**src/rtl/subclk_tmr_pkg.sv**
```systemverilog
package subclk_tmr_pkg;

    // registered event outputs of the timer
    typedef struct packed {
        logic flag;
        logic stab;
        logic wdog;
    } evt_regs_t;

    // interval code to period exponent; codes past the counter width saturate
    function automatic int code_to_exp(input int code, input int min_exp, input int max_exp);
        int e;
        e = min_exp + code;
        if (e > max_exp) e = max_exp;
        return e;
    endfunction

endpackage

```
**src/rtl/subclk_counter.sv**
```systemverilog
module subclk_counter #(
    parameter int DIV_W = 2,
    parameter int CNT_W = 15
) (
    input  logic             clk,
    input  logic             rst_n,
    input  logic             clr,
    output logic [CNT_W-1:0] cnt,
    output logic [CNT_W-1:0] fall
);
    typedef struct packed {
        logic [DIV_W-1:0] pre;
        logic [CNT_W-1:0] cnt;
    } ctr_t;

    ctr_t             st_d, st_q;
    logic             step;
    logic [CNT_W-1:0] cnt_inc;

    always_comb begin
        step    = (&st_q.pre) && !clr;
        cnt_inc = st_q.cnt + 1'b1;
        st_d    = st_q;
        fall    = '0;
        if (clr) begin
            st_d.pre = '0;
            st_d.cnt = '0;
        end else begin
            st_d.pre = st_q.pre + 1'b1;
            if (step) begin
                st_d.cnt = cnt_inc;
                fall     = st_q.cnt & ~cnt_inc;
            end
        end
    end

    always_ff @(posedge clk or negedge rst_n) begin
        if (!rst_n) st_q <= '0;
        else        st_q <= st_d;
    end

    assign cnt = st_q.cnt;

    // a clear returns counter and prescaler to zero
    p_clear_zero_r8: assert property (@(posedge clk) disable iff (!rst_n)
        clr |=> (st_q.cnt == '0 && st_q.pre == '0));

    // between prescaler strobes the count holds
    p_hold_between_r2: assert property (@(posedge clk) disable iff (!rst_n)
        (!clr && !(&st_q.pre)) |=> $stable(st_q.cnt));

endmodule

```
**src/rtl/subclk_event_regs.sv**
```systemverilog
module subclk_event_regs
    import subclk_tmr_pkg::*;
#(
    parameter int CNT_W    = 15,
    parameter int SEL_W    = 3,
    parameter int MIN_EXP  = 9,
    parameter int STAB_EXP = 14,
    parameter int WD_SEL_W = 2,
    parameter int WD_EXP [2**WD_SEL_W] = '{10, 13, 14, 15}
) (
    input  logic                clk,
    input  logic                rst_n,
    input  logic [CNT_W-1:0]    fall,
    input  logic [SEL_W-1:0]    ival_sel,
    input  logic [WD_SEL_W-1:0] wdog_sel,
    input  logic                flag_clr,
    output logic                flag,
    output logic                stab,
    output logic                wdog
);
    localparam int IDX_W = $clog2(CNT_W);

    evt_regs_t        st_d, st_q;
    logic [IDX_W-1:0] ival_idx;
    logic [IDX_W-1:0] wd_idx;
    logic             ival_evt;

    always_comb begin
        ival_idx = IDX_W'(code_to_exp(int'(ival_sel), MIN_EXP, CNT_W) - 1);
        wd_idx   = IDX_W'(WD_EXP[wdog_sel] - 1);
        ival_evt = fall[ival_idx];
        st_d.stab = fall[STAB_EXP-1];
        st_d.wdog = fall[wd_idx];
        if (ival_evt)      st_d.flag = 1'b1;
        else if (flag_clr) st_d.flag = 1'b0;
        else               st_d.flag = st_q.flag;
    end

    always_ff @(posedge clk or negedge rst_n) begin
        if (!rst_n) st_q <= '0;
        else        st_q <= st_d;
    end

    assign flag = st_q.flag;
    assign stab = st_q.stab;
    assign wdog = st_q.wdog;

    // flag sticks until cleared
    p_flag_sticky_r5: assert property (@(posedge clk) disable iff (!rst_n)
        (st_q.flag && !flag_clr) |=> st_q.flag);

    // event beats a simultaneous clear
    p_set_wins_r6: assert property (@(posedge clk) disable iff (!rst_n)
        (ival_evt && flag_clr) |=> st_q.flag);

    // stabilization pulse lasts a single cycle
    p_stab_single_r9: assert property (@(posedge clk) disable iff (!rst_n)
        st_q.stab |=> !st_q.stab);

    // watchdog pulse lasts a single cycle
    p_wdog_single_r10: assert property (@(posedge clk) disable iff (!rst_n)
        st_q.wdog |=> !st_q.wdog);

endmodule

```
**src/rtl/subclk_interval_timer.sv**
```systemverilog
module subclk_interval_timer #(
    parameter int DIV_W    = 2,
    parameter int CNT_W    = 15,
    parameter int SEL_W    = 3,
    parameter int MIN_EXP  = 9,
    parameter int STAB_EXP = 14,
    parameter int WD_SEL_W = 2
) (
    input  logic                clk,
    input  logic                rst_n,
    input  logic [SEL_W-1:0]    ival_sel,
    input  logic                irq_en,
    input  logic                flag_clr,
    input  logic                cnt_clr,
    input  logic [WD_SEL_W-1:0] wdog_sel,
    output logic                irq,
    output logic                stab_pulse,
    output logic                wdog_tick
);
    logic [CNT_W-1:0] cnt;
    logic [CNT_W-1:0] fall;
    logic             flag;

    subclk_counter #(
        .DIV_W (DIV_W),
        .CNT_W (CNT_W)
    ) u_counter (
        .clk  (clk),
        .rst_n(rst_n),
        .clr  (cnt_clr),
        .cnt  (cnt),
        .fall (fall)
    );

    subclk_event_regs #(
        .CNT_W   (CNT_W),
        .SEL_W   (SEL_W),
        .MIN_EXP (MIN_EXP),
        .STAB_EXP(STAB_EXP),
        .WD_SEL_W(WD_SEL_W)
    ) u_events (
        .clk     (clk),
        .rst_n   (rst_n),
        .fall    (fall),
        .ival_sel(ival_sel),
        .wdog_sel(wdog_sel),
        .flag_clr(flag_clr),
        .flag    (flag),
        .stab    (stab_pulse),
        .wdog    (wdog_tick)
    );

    assign irq = flag & irq_en;

    // a counter clear leaves a set flag alone
    p_flag_kept_r8: assert property (@(posedge clk) disable iff (!rst_n)
        (cnt_clr && flag && !flag_clr) |=> flag);

    // the stabilization pulse only follows a count landing on a 2^14 boundary
    p_stab_boundary_r11: assert property (@(posedge clk) disable iff (!rst_n)
        stab_pulse |-> (cnt[STAB_EXP-1:0] == '0));

endmodule

```
**config.mk**
```make
export PLATFORM = sky130hd
export DESIGN_NAME = subclk_interval_timer
export DESIGN_NICKNAME = d
export VERILOG_FILES = /design/src/rtl/subclk_tmr_pkg.sv /design/src/rtl/subclk_counter.sv /design/src/rtl/subclk_event_regs.sv /design/src/rtl/subclk_interval_timer.sv
export SDC_FILE = /design/constraint.sdc
export NUM_CORES = 1
export LEC_CHECK = 0
export BUFFER_PORTS_ARGS = -buffer_cell sky130_fd_sc_hd__clkbuf_2
export CAP_MARGIN = 20
export CORE_ASPECT_RATIO = 2
export CORE_MARGIN = 2
export CORE_UTILIZATION = 45
export DETAILED_ROUTE_END_ITERATION = 7
export PLACE_DENSITY = 0.72
export SYNTH_ARGS = -nofsm -noshare
export SYNTH_HDL_FRONTEND = slang
export SYNTH_SLANG_ARGS = --single-unit
```
**constraint.sdc**
```tcl
create_clock -name clk -period 2.7 [get_ports clk]
set_clock_uncertainty 0.15 [all_clocks]
set_input_delay 0.27 -clock clk [delete_from_list [all_inputs] [get_ports clk]]
set_output_delay 0.27 -clock clk [all_outputs]
set_load 0.1 [all_outputs]
```
Word level (Yosys, flattened, before mapping) --
Cells that the tools add are included.
Storage, ports and cells: bits in registers 20, input port bits 10, output and inout bits 3, word-level logic and storage cells 37
Cells by class: add/subtract/negate cells 5, order comparisons 4, muxes and demuxes 14, bitwise logic cells 4, reductions and logical operators 5
Operators with widths (number):
- binary-select mux 32 bit (select 2 bit) | 1
- two-way mux 15 bit | 3
- two-way mux 17 bit | 1
- adder 15 x 1 -> 15 bit, second input constant | 1
- bitwise AND 15 bit | 1
- inverter 15 bit | 1
- two-way mux 4 bit | 3
- < comparator 4 x 5 -> 1 bit, second input constant | 2
- binary-select mux 1 bit (select 4 bit) | 2
- subtractor 4 x 2 -> 4 bit, second input constant | 2
- adder 4 x 3 -> 5 bit, first input constant | 1
- greater-than comparator 5 x 4 -> 1 bit, second input constant | 1
- two-way mux 1 bit | 4
- nonzero test 2 bit | 2
- greater-or-equal comparator 3 bit, second input constant | 1
- inverter 2 -> 3 bit | 1
- adder 2 x 1 -> 2 bit, second input constant | 1
- AND reduction 2 bit | 1
- bitwise AND 1 bit | 1
- logical AND 1 bit | 1
- logical NOT 1 bit | 1

Logic depth before layout (Yosys ltp) --
Gate-level depths: netlist (run 1).
depth after elaboration 8, mapped depth 9, mapped depth without buffers 9

Hierarchy --
From an unflattened synthesis (run 1), not the netlist that was laid out.
Unflattened totals: cell total of the unflattened synthesis 170, area, all modules 1629.1 µm²
Modules (own cells, without submodules):
- subclk_counter | instances 1, cells an instance 124, area an instance 1232.4 µm², seq. area each 425.4 µm²
- subclk_event_regs | instances 1, cells an instance 45, area an instance 390.4 µm², seq. area each 75.1 µm²
- subclk_interval_timer | instances 1, cells an instance 1, area an instance 6.3 µm², seq. area each 0.0 µm²

Least setup slack after synthesis (run 1) --
OpenSTA, ideal clock, no wires.
kind input to register, start point in ival_sel[0], end point reg u_events.st_q (netlist bit u_events.flag), setup time 0.140 ns, arrival 2.126 ns, data required time 2.410 ns, path slack 0.284 ns, stages 8, buffers on the path 0, path through ha_1 > ha_1 > and4bb_2 > o21a_1 > ha_1 > mux2_2 > a41oi_1 > o311ai_2
On the way: cells in the longest elaborated chain, start to end 7, elaborated cells between the ends (all ways) 8, classes of those cells add/sub (2); order compare (1); mux (4); reduce/logical (1)
Ends and longest elaborated chain:
- start: declaration | line subclk_interval_timer.sv:11 | input logic [SEL_W-1:0] ival_sel,
- adder 4 x 3 -> 5 bit (*) | line subclk_tmr_pkg.sv:13 | e = min_exp + code;
- greater-than comparator 5 x 4 -> 1 bit | line subclk_tmr_pkg.sv:14 | if (e > max_exp) e = max_exp;
- two-way mux 4 bit (*) | line subclk_tmr_pkg.sv:14
- subtractor 4 x 2 -> 4 bit (*) | line subclk_event_regs.sv:29 | ival_idx = IDX_W'(code_to_exp(int'(ival_sel), MIN_EXP, CNT_W) - 1);
- binary-select mux 1 bit (select 4 bit) (*) | line subclk_event_regs.sv:31 | ival_evt = fall[ival_idx];
- two-way mux 1 bit (not written as such) (*) | line subclk_event_regs.sv:31
- two-way mux 1 bit / nonzero test 2 bit (equally long branches)
- end signal: assignment | line subclk_event_regs.sv:41 | else st_q <= st_d;
- end: declaration | line subclk_event_regs.sv:23 | evt_regs_t st_d, st_q;
Mark *: on every way between the ends. The rest lies on a longest branch, timed or not. The select of a mux whose other input is x is not followed. A chain may end at the register's enable or synchronous reset.

Worst setup path after layout (run 1) --
Ends and elaborated chain as after synthesis.

==> impl_metrics.yaml, run 1 <==
status:
  outcome: "finished clean"
clock_tree:
  clock_path_buffers: 2
  root_buffer: "clkbuf_8"
  cts_tree: "done"
  clock_sinks: 20
  clk_transition_reported_paths_ns: 0.07
  h-tree-depth: 1
  clk_latency_ns: 0.25
  numCtsBuffers: 3
  cts_resized: 0
power:
  power_density_mw_per_mm2: 380
  power_leakage_nw: 0.763
  ir_drop_uv: 238
grt:
  antenna_found_initial: 0
  grt_pass1_wl_um: 4260
  overflow: 0
  grt_usage_pct: 16.2
  grt_max_degree: 21
  grt_pass1_vias: 1007
logic_synthesis:
  synth_seq_cells: 20
  syn_nets: 153
  yosysTopAreaCellShare_pct: 37.2
  synth.cell_area_mm2: 0.00135
  synth_top_cells_by_area: "dfrtp_1 37%, ha_1 18%, mux2i_1 13%"
  syn_inst: 124
  yosysTopAreaCell: "dfrtp_1"
  ys_seq_area_share_pct: 37.2
  synth_cell_types: 30
  synth_warnings: 0
  avgSynthCellArea_um2: 10.8
floorplan:
  die_x_um: 42.7
  core_area_mm2: 0.00291
  die_h_um: 81.3
  io_pins: 13
  start_util_pct: 46.3
  rows: 28
  die-area_mm2: 0.00347
detailed_routing:
  route.antenna.remaining_nets: 0
  dr.first_iter.drc_count: 7
  vias: 931
  drt_pre_antenna_iters: 2
  route.detailed.drc: 0
  vias_per_cell: 5.57
  drt-total-wl_um: 2390
  avgRoutedWirePerCell_um: 14.3
critical_path:
  cp_cell_sequence: "clkbuf_2 -> ha_1 -> ha_1 -> and4bb_2 -> o21a_1 -> ha_1 -> buf_4 -> mux4_2 -> mux2i_1 -> o311ai_2"
  cp.required_ns: 2.67
  arrival_ns: 2.31
  crit_top_cell: "ha_1"
  critPathSlowestCell: "ha_1"
  slowest_delay_ns: 0.32
  path_buf_inv: 2
  critical-path-top-delay-family: "adder cells"
  path_max_fanout: 4
  cp-end-kind: "flop"
  critPathKind: "input port to flop"
  start_kind: "input port"
finish:
  regArea_um2: 500
  nFillCells: 285
  final_nets: 168
  n_antenna_cell: 0
  multi_input_area_um2: 793
  area_delta_synth_final_pct: 10.0
  drive_gt1_share_pct: 17.5
  stdcell_area_mm2: 0.00148
  final_util_pct: 50.9
timing:
  tightest_slew_ns: 0.546
  slew_viol_final: 0
  final.setup.tns_ns: 0
  hold_viol_final: 0
  slew-limit-headroom_pct: 63.8
  max_clock_freq_mhz: 428
  setup_ws_ns: 0.362
  fin_hold_ws_ns: 0.249
  finalCritPeriodShare_pct: 86.6
  rsz0062_at_grt: "false"
  setup_viol: 0
  post-route-min-period_ns: 2.34
place:
  place_congestion: 0.812
  place_area_mm2: 0.00143
  preCtsSetupSlack_ns: 0.0749
  io_buffers: 12
  hpwl_um: 1900
flow_run:
  max_cap_viol_count: 0
hold_path:
  holdCritPathClass: "input port to flop"
[layout by cell type, fill, tap and decap left out, drive strengths merged, types with 4 or more instances in the layout]
cell type   n
nand2       4
mux2i      17
nor2       20
nand3       4
dfrtp      20
clkbuf     15
and3        5
inv         6
ha         19
[state kept, by name, summed over array words and instances (netlist names)]
register / cells
u_counter.cnt: 15
u_counter.st_q: 2
u_events.flag: 1
u_events.stab: 1
u_events.wdog: 1
[Yosys cell counts]
master / count
and3_2: 1
and2b_1: 1
buf_2: 2
and4_1: 1
nor2b_4: 1
xnor2_1: 2
o21a_1: 1
nor4_1: 1
mux2i_1: 17
inv_1: 6
a21oi_1: 1
dfrtp_1: 20
nand4b_1: 1
o311ai_2: 1
nor2b_1: 2
and4bb_2: 1
ha_1: 19
nor3_1: 2
mux2_2: 1
nand3_1: 4
a41oi_1: 1
nor2_1: 20
nand4_1: 1
nand2_1: 4
clkbuf_1: 2
mux4_2: 2
and3_1: 4
mux4_1: 1
buf_6: 1
and2_1: 3
[worst register-to-register path: stages, from the launching register on]
cell	delay (ns)
dfrtp_1	0.44
ha_1	0.27
nand2_1	0.13
inv_1	0.07
and3_1	0.18
ha_1	0.18
mux4_2	0.46
mux2i_1	0.19
o311ai_2	0.12
[layout make-up]
cell class,instances,share of cell area (%)
clock buffer,3,2.79
inverter,6,1.52
multi-input combinational,93,53.6
sequential,20,33.8
tap,30,2.54
timing repair buffer,15,5.75
[what timing repair did]
item	CTS	global route
hold buffers	1	0
endpoints found under the setup margin	0	0
hold endpoints to repair	20	0
setup buffers	0	0
[per-layer routing]
layer	vias up	global-route usage, %	share of wire (%)
li1	465	-	-
met1	454	15.7	37
met2	10	32.0	59
met3	2	2.67	1.9
met4	0	6.56	1.3
met5	-	0	0
[power breakdown]
group / internal (mW) / switching [mW] / leakage, nW / total (mW)
Sequential: 0.303 / 0.00275 / 0.277 / 0.306
Combinational: 0.0329 / 0.0364 / 0.465 / 0.0692
Clock: 0.0991 / 0.0885 / 0.0216 / 0.188
Total: 0.435 / 0.128 / 0.763 / 0.563
[through the flow]
stage / std cells / power [mW]
2_1_floorplan: 124 / 0.357
3_3_place_gp: 163 / 0.377
3_5_place_dp: 163 / 0.381
4_1_cts: 167 / 0.575
5_1_grt: 167 / 0.591
6_report: 167 / 0.563
[kinds of logic after synthesis]
group	after synthesis	share of synthesized area (%)
buffers and inverters	11	3.81
multiplexers	21	18.8
AND/OR/NAND/NOR	47	18.4
XOR/XNOR	2	1.30
adder cells (fa/ha/maj)	19	17.7
AO/OA/AOI/OAI	4	2.79
flip-flops	20	37.2
[worst paths after layout]
kind / start / slack [ns] / endpoint / cells after the start
worst max-delay path: ival_sel[0] / 0.36 / u_events.flag / 10
worst min-delay path: flag_clr / 0.25 / u_events.flag / 4
worst max register to register: u_counter.cnt[0] / 0.38 / u_events.flag / 8
worst min register to register: u_counter.st_q[15] / 0.28 / u_counter.st_q[15] / 1
max in group asynchronous: rst_n / 1.68 / u_counter.cnt[3] / 2
min in group asynchronous: rst_n / 0.38 / u_events.stab / 2
(Power assumes the default switching activity.)
==> run 2, diff against run 1 <==
- clock period: 2.7 -> 2.35 ns (I/O delays scaled with it)
==> impl_metrics.yaml, run 2 (synthesis gave the netlist of run 1 again) <==
grt:
  grt_max_degree: 21
  overflow: 0
  antenna_found_initial: 0
  grt_pass1_wl_um: 4820
  grt_pass1_vias: 1106
  grt_usage_pct: 18.6
floorplan:
  die_x_um: 42.7
  io_pins: 13
  die_h_um: 81.3
  die-area_mm2: 0.00347
  rows: 28
  core_area_mm2: 0.00291
  start_util_pct: 46.3
finish:
  drive_gt1_share_pct: 24.1
  final_cell_mix: "20 x nor2_1, 20 x dfrtp_1, 18 x ha_1"
  final_nets: 175
  largest_reg_flops: 15
  n_antenna_cell: 0
  stdcell_area_mm2: 0.00157
  fin_cells: 175
  area_delta_synth_final_pct: 16.4
  nFillCells: 260
place:
  dpl.cell_count: 170
  place_congestion: 0.835
  hpwl_um: 2240
  io_buffers: 12
  place_area_mm2: 0.00149
clock_tree:
  clk_transition_reported_paths_ns: 0.08
  post_cts_buffers: 0
  cts_tree: "done"
  h-tree-depth: 1
  clock_path_buffers: 2
  clk_latency_ns: 0.26
  clock_sinks: 20
  root_buffer: "clkbuf_8"
  numCtsBuffers: 3
critical_path:
  cp.required_ns: 2.33
  critPathLaunch: "ival_sel[0]"
  r2r-start: "u_counter.cnt[4]"
  start_kind: "input port"
  critPathKind: "input port to flop"
  arrival_ns: 2.24
  path_max_fanout: 4
  cp-end-kind: "flop"
power:
  power_frac_clock_pct: 37.3
  p_int_mw: 0.544
  power_density_mw_per_mm2: 452
  power_leakage_nw: 0.805
  p_switching_mw: 0.164
  ir_drop_uv: 284
  power_frac_comb_pct: 13.3
  finalPower_mw: 0.708
  p_seq_share_pct: 49.5
  netSwitchingFraction_pct: 23.2
timing:
  setup_viol: 0
  slew_viol_final: 0
  rsz0062_at_grt: "false"
  slew-limit-headroom_pct: 64.1
  finalCritPeriodShare_pct: 96.1
  fin_hold_ws_ns: 0.201
  tightest_slew_ns: 0.542
  max_clock_freq_mhz: 443
  hold_viol_final: 0
  post-route-min-period_ns: 2.26
detailed_routing:
  route.detailed.drc: 0
  drt_pre_antenna_iters: 4
  vias_per_cell: 5.50
  route.antenna.remaining_nets: 0
  dr.first_iter.drc_count: 14
  vias: 963
  drt-total-wl_um: 2780
  avgRoutedWirePerCell_um: 15.9
hold_path:
  hold_path_startpoint: "flag_clr"
  holdCritPathClass: "input port to flop"
status:
  outcome: "finished clean"
flow_run:
  max_cap_viol_count: 0
==> run 2: layer usage <==
| layer | wire [um] | share of wire [%] | vias to the layer above | GRT usage, % |
|---|---|---|---|---|
| met5 | 0 | 0 | - | 0 |
| met4 | 47 | 1.7 | 0 | 7.19 |
| met3 | 69 | 2.5 | 7 | 2.44 |
| met2 | 1700 | 61 | 15 | 38.5 |
| met1 | 962 | 35 | 463 | 17.0 |
| li1 | - | - | 478 | - |
==> run 2: stage by stage <==
step           worst slack [ns]  utilization (%)  setup TNS [ns]
2_1_floorplan            0.0217                -               0
3_3_place_gp             -0.102             51.4          -0.102
3_5_place_dp             -0.186             51.4          -0.186
4_1_cts                  0.0300             53.6               0
5_1_grt                  0.0118             53.8               0
6_report                 0.0926             53.8               0
==> run 2: final timing paths <==
path	to	slack, ns	cells past startpoint
setup / recovery	u_events.flag	0.09	9
hold / removal	u_events.flag	0.20	4
setup reg to reg	u_events.flag	0.10	8
hold reg to reg	u_counter.st_q[15]	0.28	1
max in group asynchronous	u_counter.cnt[11]	1.37	2
min in group asynchronous	u_counter.cnt[12]	0.33	2
==> run 2: what timing repair did <==
item | in CTS | in global routing
hold buffers | 1 | 0
gates resized for setup | 0 | 2
endpoints found under the hold margin | 20 | 0
setup endpoints to repair | 0 | 1
==> run 2: critical path, cell delays in order <==
cell and delay, ns:
clkbuf_2 0.09, ha_1 0.20, ha_1 0.29, and4bb_2 0.22, o21a_1 0.19, ha_4 0.29, mux2_2 0.33, a41oi_1 0.25
o311ai_2 0.13
==> run 2: power groups by stage <==
stage	clock network, mW	registers [mW]	logic [mW]
4_1_cts	0.268	0.350	0.0946
3_3_place_gp	0	0.356	0.0868
2_1_floorplan	0	0.357	0.0582
6_report	0.264	0.350	0.0940
3_5_place_dp	0	0.357	0.0928
5_1_grt	0.280	0.350	0.104
==> run 2: layout make-up <==
class / count / area, um2 / share of cell area [%]
Clock buffer: 4 / 55.1 / 3.52
Sequential cell: 20 / 500 / 32.0
Inverter: 6 / 22.5 / 1.44
Timing Repair Buffer: 22 / 138 / 8.79
Multi-Input combinational cell: 93 / 812 / 51.9
Tap cell: 30 / 37.5 / 2.40
